`config.mk`:
```
export PLATFORM = sky130hd
export DESIGN_NAME = fp_classifier
export DESIGN_NICKNAME = d
export VERILOG_FILES = /design/src/rtl/fpc_pkg.sv /design/src/rtl/fpc_field_split.sv /design/src/rtl/fpc_class_encode.sv /design/src/rtl/fpc_onehot.sv /design/src/rtl/fp_classifier.sv
export SDC_FILE = /design/constraint.sdc
export NUM_CORES = 1
export LEC_CHECK = 0
export ABC_AREA = 1
export CAP_MARGIN = 20
export CORE_AREA = 4 4 55 57
export DETAILED_ROUTE_END_ITERATION = 7
export DIE_AREA = 0 0 59 61
export PLACE_DENSITY = 0.75
export SYNTH_ARGS = -nofsm -noshare
export SYNTH_HDL_FRONTEND = slang
export SYNTH_SLANG_ARGS = --single-unit
export TNS_END_PERCENT = 1
```
`constraint.sdc`:
```
create_clock -name vclk -period 1.3
set_input_delay 0.26 -clock vclk [all_inputs]
set_output_delay 0.26 -clock vclk [all_outputs]
set_load 0.05 [all_outputs]
```
`src/rtl/fpc_pkg.sv`:
```
package fpc_pkg;

  typedef enum logic [3:0] {
    CLS_SNAN     = 4'd0,
    CLS_QNAN     = 4'd1,
    CLS_NEG_INF  = 4'd2,
    CLS_NEG_NORM = 4'd3,
    CLS_NEG_SUB  = 4'd4,
    CLS_NEG_ZERO = 4'd5,
    CLS_POS_ZERO = 4'd6,
    CLS_POS_SUB  = 4'd7,
    CLS_POS_NORM = 4'd8,
    CLS_POS_INF  = 4'd9
  } fpc_class_e;

  localparam int unsigned NUM_CLASSES = 10;

  // Per-operand field summary produced by the field splitter.
  typedef struct packed {
    logic sign;
    logic exp_zero;
    logic exp_ones;
    logic frac_zero;
    logic frac_top;
  } fpc_fields_t;

  // Map the field summary to a category. sub_en selects subnormal support.
  function automatic fpc_class_e fpc_classify(input fpc_fields_t f, input logic sub_en);
    fpc_class_e c;
    if (f.exp_ones) begin
      if (f.frac_zero) c = f.sign ? CLS_NEG_INF : CLS_POS_INF;
      else             c = f.frac_top ? CLS_SNAN : CLS_QNAN;
    end else if (f.exp_zero) begin
      if (f.frac_zero || !sub_en) c = f.sign ? CLS_NEG_ZERO : CLS_POS_ZERO;
      else                        c = f.sign ? CLS_NEG_SUB  : CLS_POS_SUB;
    end else begin
      c = f.sign ? CLS_NEG_NORM : CLS_POS_NORM;
    end
    return c;
  endfunction

endpackage

```
`src/rtl/fpc_field_split.sv`:
```
module fpc_field_split
  import fpc_pkg::*;
#(
  parameter int unsigned EXP_W  = 8,
  parameter int unsigned FRAC_W = 23
) (
  input  logic [EXP_W+FRAC_W:0] word,
  output fpc_fields_t           fields,
  output logic                  nan_hit,
  output logic                  inf_hit
);
  localparam int unsigned SIGN_POS = EXP_W + FRAC_W;

  logic [EXP_W-1:0]  exp_f;
  logic [FRAC_W-1:0] frac_f;

  assign exp_f  = word[SIGN_POS-1:FRAC_W];
  assign frac_f = word[FRAC_W-1:0];

  always_comb begin
    fields.sign      = word[SIGN_POS];
    fields.exp_zero  = (exp_f == '0);
    fields.exp_ones  = &exp_f;
    fields.frac_zero = (frac_f == '0);
    fields.frac_top  = frac_f[FRAC_W-1];
  end

  assign nan_hit = fields.exp_ones & ~fields.frac_zero;
  assign inf_hit = fields.exp_ones &  fields.frac_zero;

endmodule

```
`src/rtl/fpc_class_encode.sv`:
```
module fpc_class_encode
  import fpc_pkg::*;
#(
  parameter bit DENORM_EN = 1'b1
) (
  input  fpc_fields_t fields,
  output logic [3:0]  code
);
  fpc_class_e cls;

  always_comb begin
    cls  = fpc_classify(fields, DENORM_EN);
    code = cls;
  end

  // Subnormal folding: categories 4 and 7 must not appear when disabled.
  always_comb begin
    if (!DENORM_EN) begin
      assert_no_subnormal_R6: assert (code != 4'd4 && code != 4'd7)
        else $error("subnormal category produced with support disabled");
    end
  end

endmodule

```
`src/rtl/fpc_onehot.sv`:
```
module fpc_onehot #(
  parameter int unsigned N = 10
) (
  input  logic [3:0]   code,
  output logic [N-1:0] onehot
);
  for (genvar i = 0; i < N; i++) begin : g_bit
    assign onehot[i] = (code == 4'(i));
  end
endmodule

```
`src/rtl/fp_classifier.sv`:
```
module fp_classifier
  import fpc_pkg::*;
#(
  parameter int unsigned EXP_W     = 8,
  parameter int unsigned FRAC_W    = 23,
  parameter bit          DENORM_EN = 1'b1
) (
  input  logic [EXP_W+FRAC_W:0] op_a,
  input  logic [EXP_W+FRAC_W:0] op_b,
  output logic [3:0]            class_code,
  output logic [9:0]            class_onehot,
  output logic                  is_nan,
  output logic                  is_finite,
  output logic                  unordered
);
  localparam int unsigned WORD_W = 1 + EXP_W + FRAC_W;
  localparam int unsigned NUM_OP = 2;

  logic [NUM_OP-1:0][WORD_W-1:0] ops;
  fpc_fields_t                   flds [NUM_OP];
  logic [NUM_OP-1:0]             nan_v;
  logic [NUM_OP-1:0]             inf_v;

  assign ops[0] = op_a;
  assign ops[1] = op_b;

  for (genvar g = 0; g < NUM_OP; g++) begin : g_split
    fpc_field_split #(.EXP_W(EXP_W), .FRAC_W(FRAC_W)) u_split (
      .word    (ops[g]),
      .fields  (flds[g]),
      .nan_hit (nan_v[g]),
      .inf_hit (inf_v[g])
    );
  end

  fpc_class_encode #(.DENORM_EN(DENORM_EN)) u_enc (
    .fields (flds[0]),
    .code   (class_code)
  );

  fpc_onehot #(.N(NUM_CLASSES)) u_oh (
    .code   (class_code),
    .onehot (class_onehot)
  );

  assign is_nan    = nan_v[0];
  assign is_finite = ~inf_v[0];
  assign unordered = |nan_v;

  // Cross-checks between the splitter flags and the encoder output.
  always_comb begin
    assert_onehot_R7: assert ($onehot(class_onehot) && class_onehot[class_code])
      else $error("one-hot vector disagrees with code");
    assert_nan_R8: assert (is_nan == (class_code <= 4'd1))
      else $error("nan flag disagrees with code");
    assert_finite_R9: assert (is_finite == !(class_code == 4'd2 || class_code == 4'd9))
      else $error("finite flag disagrees with code");
    if (is_nan) begin
      assert_unordered_R10: assert (unordered)
        else $error("unordered clear while primary operand is NaN");
    end
  end

endmodule

```
[Word-level counts from Yosys, hierarchy flattened]
Index checks and enable logic that the tools add are counted.
Storage, ports and cells
  flip-flop bits (word level): 0
  output and inout port bits: 17
  word-level logic and storage cells: 31
Cells by class
  equal/unequal tests: 9
  muxes and demuxes: 9
  reductions and logical operators: 7
  bitwise operators: 6
Operators by type and width (count)
  23-bit logical NOT: 2
  4-bit two-way mux: 6
  4-bit by 3-bit == test with 1-bit output, second input constant: 4
  8-bit AND reduction: 2
  4-bit by 2-bit == test with 1-bit output, second input constant: 2
  4-bit == test, second input constant: 2
  8-bit logical NOT: 1
  4-bit by 1-bit == test with 1-bit output, second input constant: 1
  4-bit logical NOT: 1
  2-bit two-way mux: 2
  1-bit AND: 3
  1-bit NOT: 3
  2-bit OR reduction: 1
  1-bit two-way mux: 1

[Logic depth before layout (Yosys ltp)]
  depth after elaboration: 5
  gate-level depth with buffers: 10

[Cells and area by module]
Synthesis repeated with hierarchy kept, for this count alone.
Unflattened totals
  cells, all modules: 126
  area, all modules: 580.6 sq um
By module, submodules not included
  fpc_field_split: seq. area each 0.0 sq um, area an instance 173.9 sq um, instances 2, cells an instance 38
  fpc_class_encode: seq. area each 0.0 sq um, area an instance 133.9 sq um, instances 1, cells an instance 25
  fpc_onehot: seq. area each 0.0 sq um, area an instance 83.8 sq um, instances 1, cells an instance 21
  fp_classifier: seq. area each 0.0 sq um, area an instance 15.0 sq um, instances 1, cells an instance 4

[Worst setup path before layout]
Ideal clock, no wire load.
  path type: input-to-output
  from: input port op_a[30]
  to: output port class_onehot[3]
  path slack: -915 ps
  data arrival time: 1955 ps
  stages on the path: 9
  buffers on the path: 0
  data required time: 1040 ps
  path through: nor2_2 > nand2_2 > nor2_4 > nand2_2 > nand2_2 > nand2_2 > nand2_4 > nand3_2 > nor2_1
Between the ends
  longest elaborated chain between the ends: 4
  elaborated cells between the ends (all ways): 5
Ends and longest elaborated chain
  from (decl): line fp_classifier.sv:8  | input logic [EXP_W+FRAC_W:0] op_a,
  8-bit logical NOT: line fpc_field_split.sv:22  | fields.exp_zero = (exp_f == '0);
  4-bit two-way mux: line fpc_pkg.sv:33  | end else if (f.exp_zero) begin
  4-bit two-way mux (*): line fpc_pkg.sv:30  | if (f.exp_ones) begin
  net class_code[2]: line fp_classifier.sv:10  | output logic [3:0] class_code,
  4-bit by 2-bit == test with 1-bit output (*): line fpc_onehot.sv:8  | assign onehot[i] = (code == 4'(i));
  to (decl): line fp_classifier.sv:11  | output logic [9:0] class_onehot,
Mark *: on every way through the listed nets, which the timed path passes. The rest lies on a longest branch.

[Worst setup path after layout]
  from: input port op_a[2]
  to: output port class_onehot[0]
Between the ends
  longest elaborated chain between the ends: 5
  elaborated cells between the ends (all ways): 6
Ends and longest elaborated chain
  23-bit logical NOT (*): line fpc_field_split.sv:24  | fields.frac_zero = (frac_f == '0);
  4-bit two-way mux: line fpc_pkg.sv:34  | if (f.frac_zero || !sub_en) c = f.sign ? CLS_NEG_ZERO : CLS_POS_ZERO;
  4-bit two-way mux: line fpc_pkg.sv:33
  4-bit two-way mux (*): line fpc_pkg.sv:30
  4-bit logical NOT (*): line fpc_onehot.sv:8
Every way passes the cells marked *; elsewhere a longest branch is shown, timed or not.

==> impl_results.md <==
* Min Clock Period, post-route at 1.699 ns
* Commonest non-fill, non-tap cell in the layout: sky130_fd_sc_hd__nor2_4
* Vias in the first global route at 1097
* Final non-filler cell area at 0.001891 mm²
* Highest-count cells in the layout ignoring fill and taps: 20 x sky130_fd_sc_hd__nor2_4, 19 x sky130_fd_sc_hd__buf_6, 19 x sky130_fd_sc_hd__buf_4
* Proportion of power drawn by flip-flops and latches at 0
* Detail Placement HPWL at 2523 µm
* Tot GR Track Use at 0.1645
* Number of buffers inserted by hold repair at cts at 0
* Area post-placement at 0.001722 mm²
* Worst slew slack as a fraction of its limit at 0.8384
* Initial core utilization at 0.2136
* Synthesized area per cell at 5.346 µm²
* First DRT Iteration DRCs at 16
* I/O Buffers at 80
* Cell internal power dissipation at 233.7 µW
* RD Place Congestion at 0.6595
* Run status: complete, but fails checks
* Setup crit end kind: primary output
* Logic gate share of total power at 1.000
* Ranking of synthesized cells by area: sky130_fd_sc_hd__nor2_1 19%, sky130_fd_sc_hd__nand2_1 14%, sky130_fd_sc_hd__nand2_2 11%
* Pwr Density at 221.3 mW/mm²
* Critical path required time at 1.04 ns
* Net load switching power at 184.7 µW
* IO Pins at 81
* FF+latch count at 0
* Kind of start point of the critical path: input port
* Core footprint at 0.002477 mm²
* Distinct cell type count of the synthesized netlist at 16
* Slew Limit Fails at 0
* Floorplan die height at 61 µm
* Tcrit/Tclk final at 1.307
* Dominant cell type by area after synthesis: sky130_fd_sc_hd__nor2_1
* Peak VDD IR at 219.8 µV
* Detailed Routing Iterations Pass 1 at 4
* Number of cells produced by synthesis at 99
* Number of antenna cells inserted at 0
* Routed length per placed instance at 13.40 µm
* Setup slack of the critical path after layout at -0.3993 ns
* Total via count after detailed routing at 1063
* Unrepaired setup endpoints after global routing: yes
* # Max-Cap Violations at 0
* Critical path start-end classification: input port to primary output
* Max frequency at 588.5 MHz
* Nets in the synthesized netlist at 163
* Antenna violation net count after detailed routing at 0
* Hold crit path type: input port to primary output
* Crit path DAT at 1.44 ns
* Mean number of vias per cell at 4.602
* Switching portion of total power at 0.4414
* Share of the yosys chip area belonging to registers at 0
* Footprint of the flip-flops and latches at 0 µm²
* Nets at 267
* Number of rows created at floorplan at 18
* Global-route wire length before repair at 4664 µm
* Violations in the final reports: negative setup slack
* Area of the mapped netlist at 529.3 µm²
* Clkbuf count at 0
* Final Hold Viols at 0
* DIE AREA at 0.003599 mm²
* Warnings from Yosys at 0
* Standby leakage power at 0.0007924 µW
* Layout cell share with drive strength beyond 1 at 0.6667
* Routed wire length at 3096 µm
* Worst hold slack after final layout at 1.068 ns
* Total overflow reported by the global router at 0
* Pin count of the biggest net entering global routing at 6
* Antenna violations before repair at 0
* # fillers at 189
* Core occupancy in the finished layout at 0.7631
* Transition time at the pin with the least slew margin at 0.2411 ns
* Post-route DRC violation count at 0
* Synthesis-to-layout area growth at 257.2%
* Sum of negative setup slack at -5.153 ns
* Setup Viol. Count Final at 16
* Area share of the largest cell type after synthesis at 0.1915
* Chip width at 59 µm
* Relative contribution of the clock network to total power at 0
* Highest net fanout along the worst path at 3
-- worst max-delay path: stages --
cell and delay [ns]:
sky130_fd_sc_hd__buf_2 0.10, sky130_fd_sc_hd__nor2_1 0.09, sky130_fd_sc_hd__nand2_1 0.09, sky130_fd_sc_hd__nor2_4 0.14, sky130_fd_sc_hd__nand3_2 0.13, sky130_fd_sc_hd__nand2_2 0.11
sky130_fd_sc_hd__nand2_2 0.07, sky130_fd_sc_hd__nand2_4 0.10, sky130_fd_sc_hd__nand3_4 0.10, sky130_fd_sc_hd__nor2_4 0.11, sky130_fd_sc_hd__buf_12 0.14
-- power by group through the flow --
stage | Combinational, µW | Sequential, µW | Clock [µW]
after floorplan | 127 | 0 | 0
after global placement | 396 | 0 | 0
after detailed placement | 405 | 0 | 0
after CTS | 414 | 0 | 0
after global routing | 443 | 0 | 0
final | 418 | 0 | 0
-- cells by family (layout without fill, tap and decap cells) --
family          count (synthesis)  in the layout  synth area share
compound gates                  2              2           0.02600
buf+inv                         8            110           0.05674
simple gates                   89             89            0.9172
-- Yosys cell counts --
cell                       n
sky130_fd_sc_hd__nor2_1   27
sky130_fd_sc_hd__nand2_1  20
sky130_fd_sc_hd__nand2_2   9
sky130_fd_sc_hd__inv_1     6
sky130_fd_sc_hd__nand3_2   5
sky130_fd_sc_hd__nand4_1   5
sky130_fd_sc_hd__nor2_4    5
sky130_fd_sc_hd__nor4_1    5
sky130_fd_sc_hd__nand3_1   4
sky130_fd_sc_hd__nor2_2    4
sky130_fd_sc_hd__nor3_1    3
sky130_fd_sc_hd__inv_2     2
sky130_fd_sc_hd__nand2_4   1
sky130_fd_sc_hd__nand4_2   1
sky130_fd_sc_hd__o21ai_0   1
sky130_fd_sc_hd__o21ai_2   1
-- per-stage QoR --
step | setup WS [ns] | total power (µW) | cells
after floorplan | -0.5294 | 126.7 | 99
after global placement | -0.8216 | 395.8 | 224
after detailed placement | -0.8509 | 405.1 | 224
after CTS | -0.4116 | 413.5 | 231
after global routing | -0.4968 | 442.7 | 231
final | -0.3993 | 418.4 | 231
-- per-layer routing --
metal  up-vias  part of all wire  wire [µm]  global-route usage
met5         -                 0          0                   0
met4         0            0.0032         10            0.006472
met3         2              0.14        445             0.05319
met2        58              0.55       1703              0.3707
met1       470              0.30        937              0.1418
li1        533                 -          -                   -
-- cell type report --
| type | count | area (µm²) | share of cell area |
|---|---|---|---|
| timing repair buffer | 102 | 1051 | 0.5559 |
| multi-input combinational | 91 | 772.0 | 0.4083 |
| tap | 30 | 37.54 | 0.01985 |
| inverter | 8 | 30.03 | 0.01588 |
-- path summary, 6_finish.rpt --
check,start,endpoint,cells after the start
setup / recovery,op_a[2],class_onehot[0],11
hold / removal,op_a[25],class_code[2],6
-- timing repair --
| item | CTS | global route |
|---|---|---|
| gates resized for setup | 189 | 6 |
| setup endpoints to repair | 17 | 16 |
| cloned | 0 | 0 |
| setup buffers | 7 | 0 |
| pin swaps | 54 | 8 |
(Power assumes the default switching activity.)
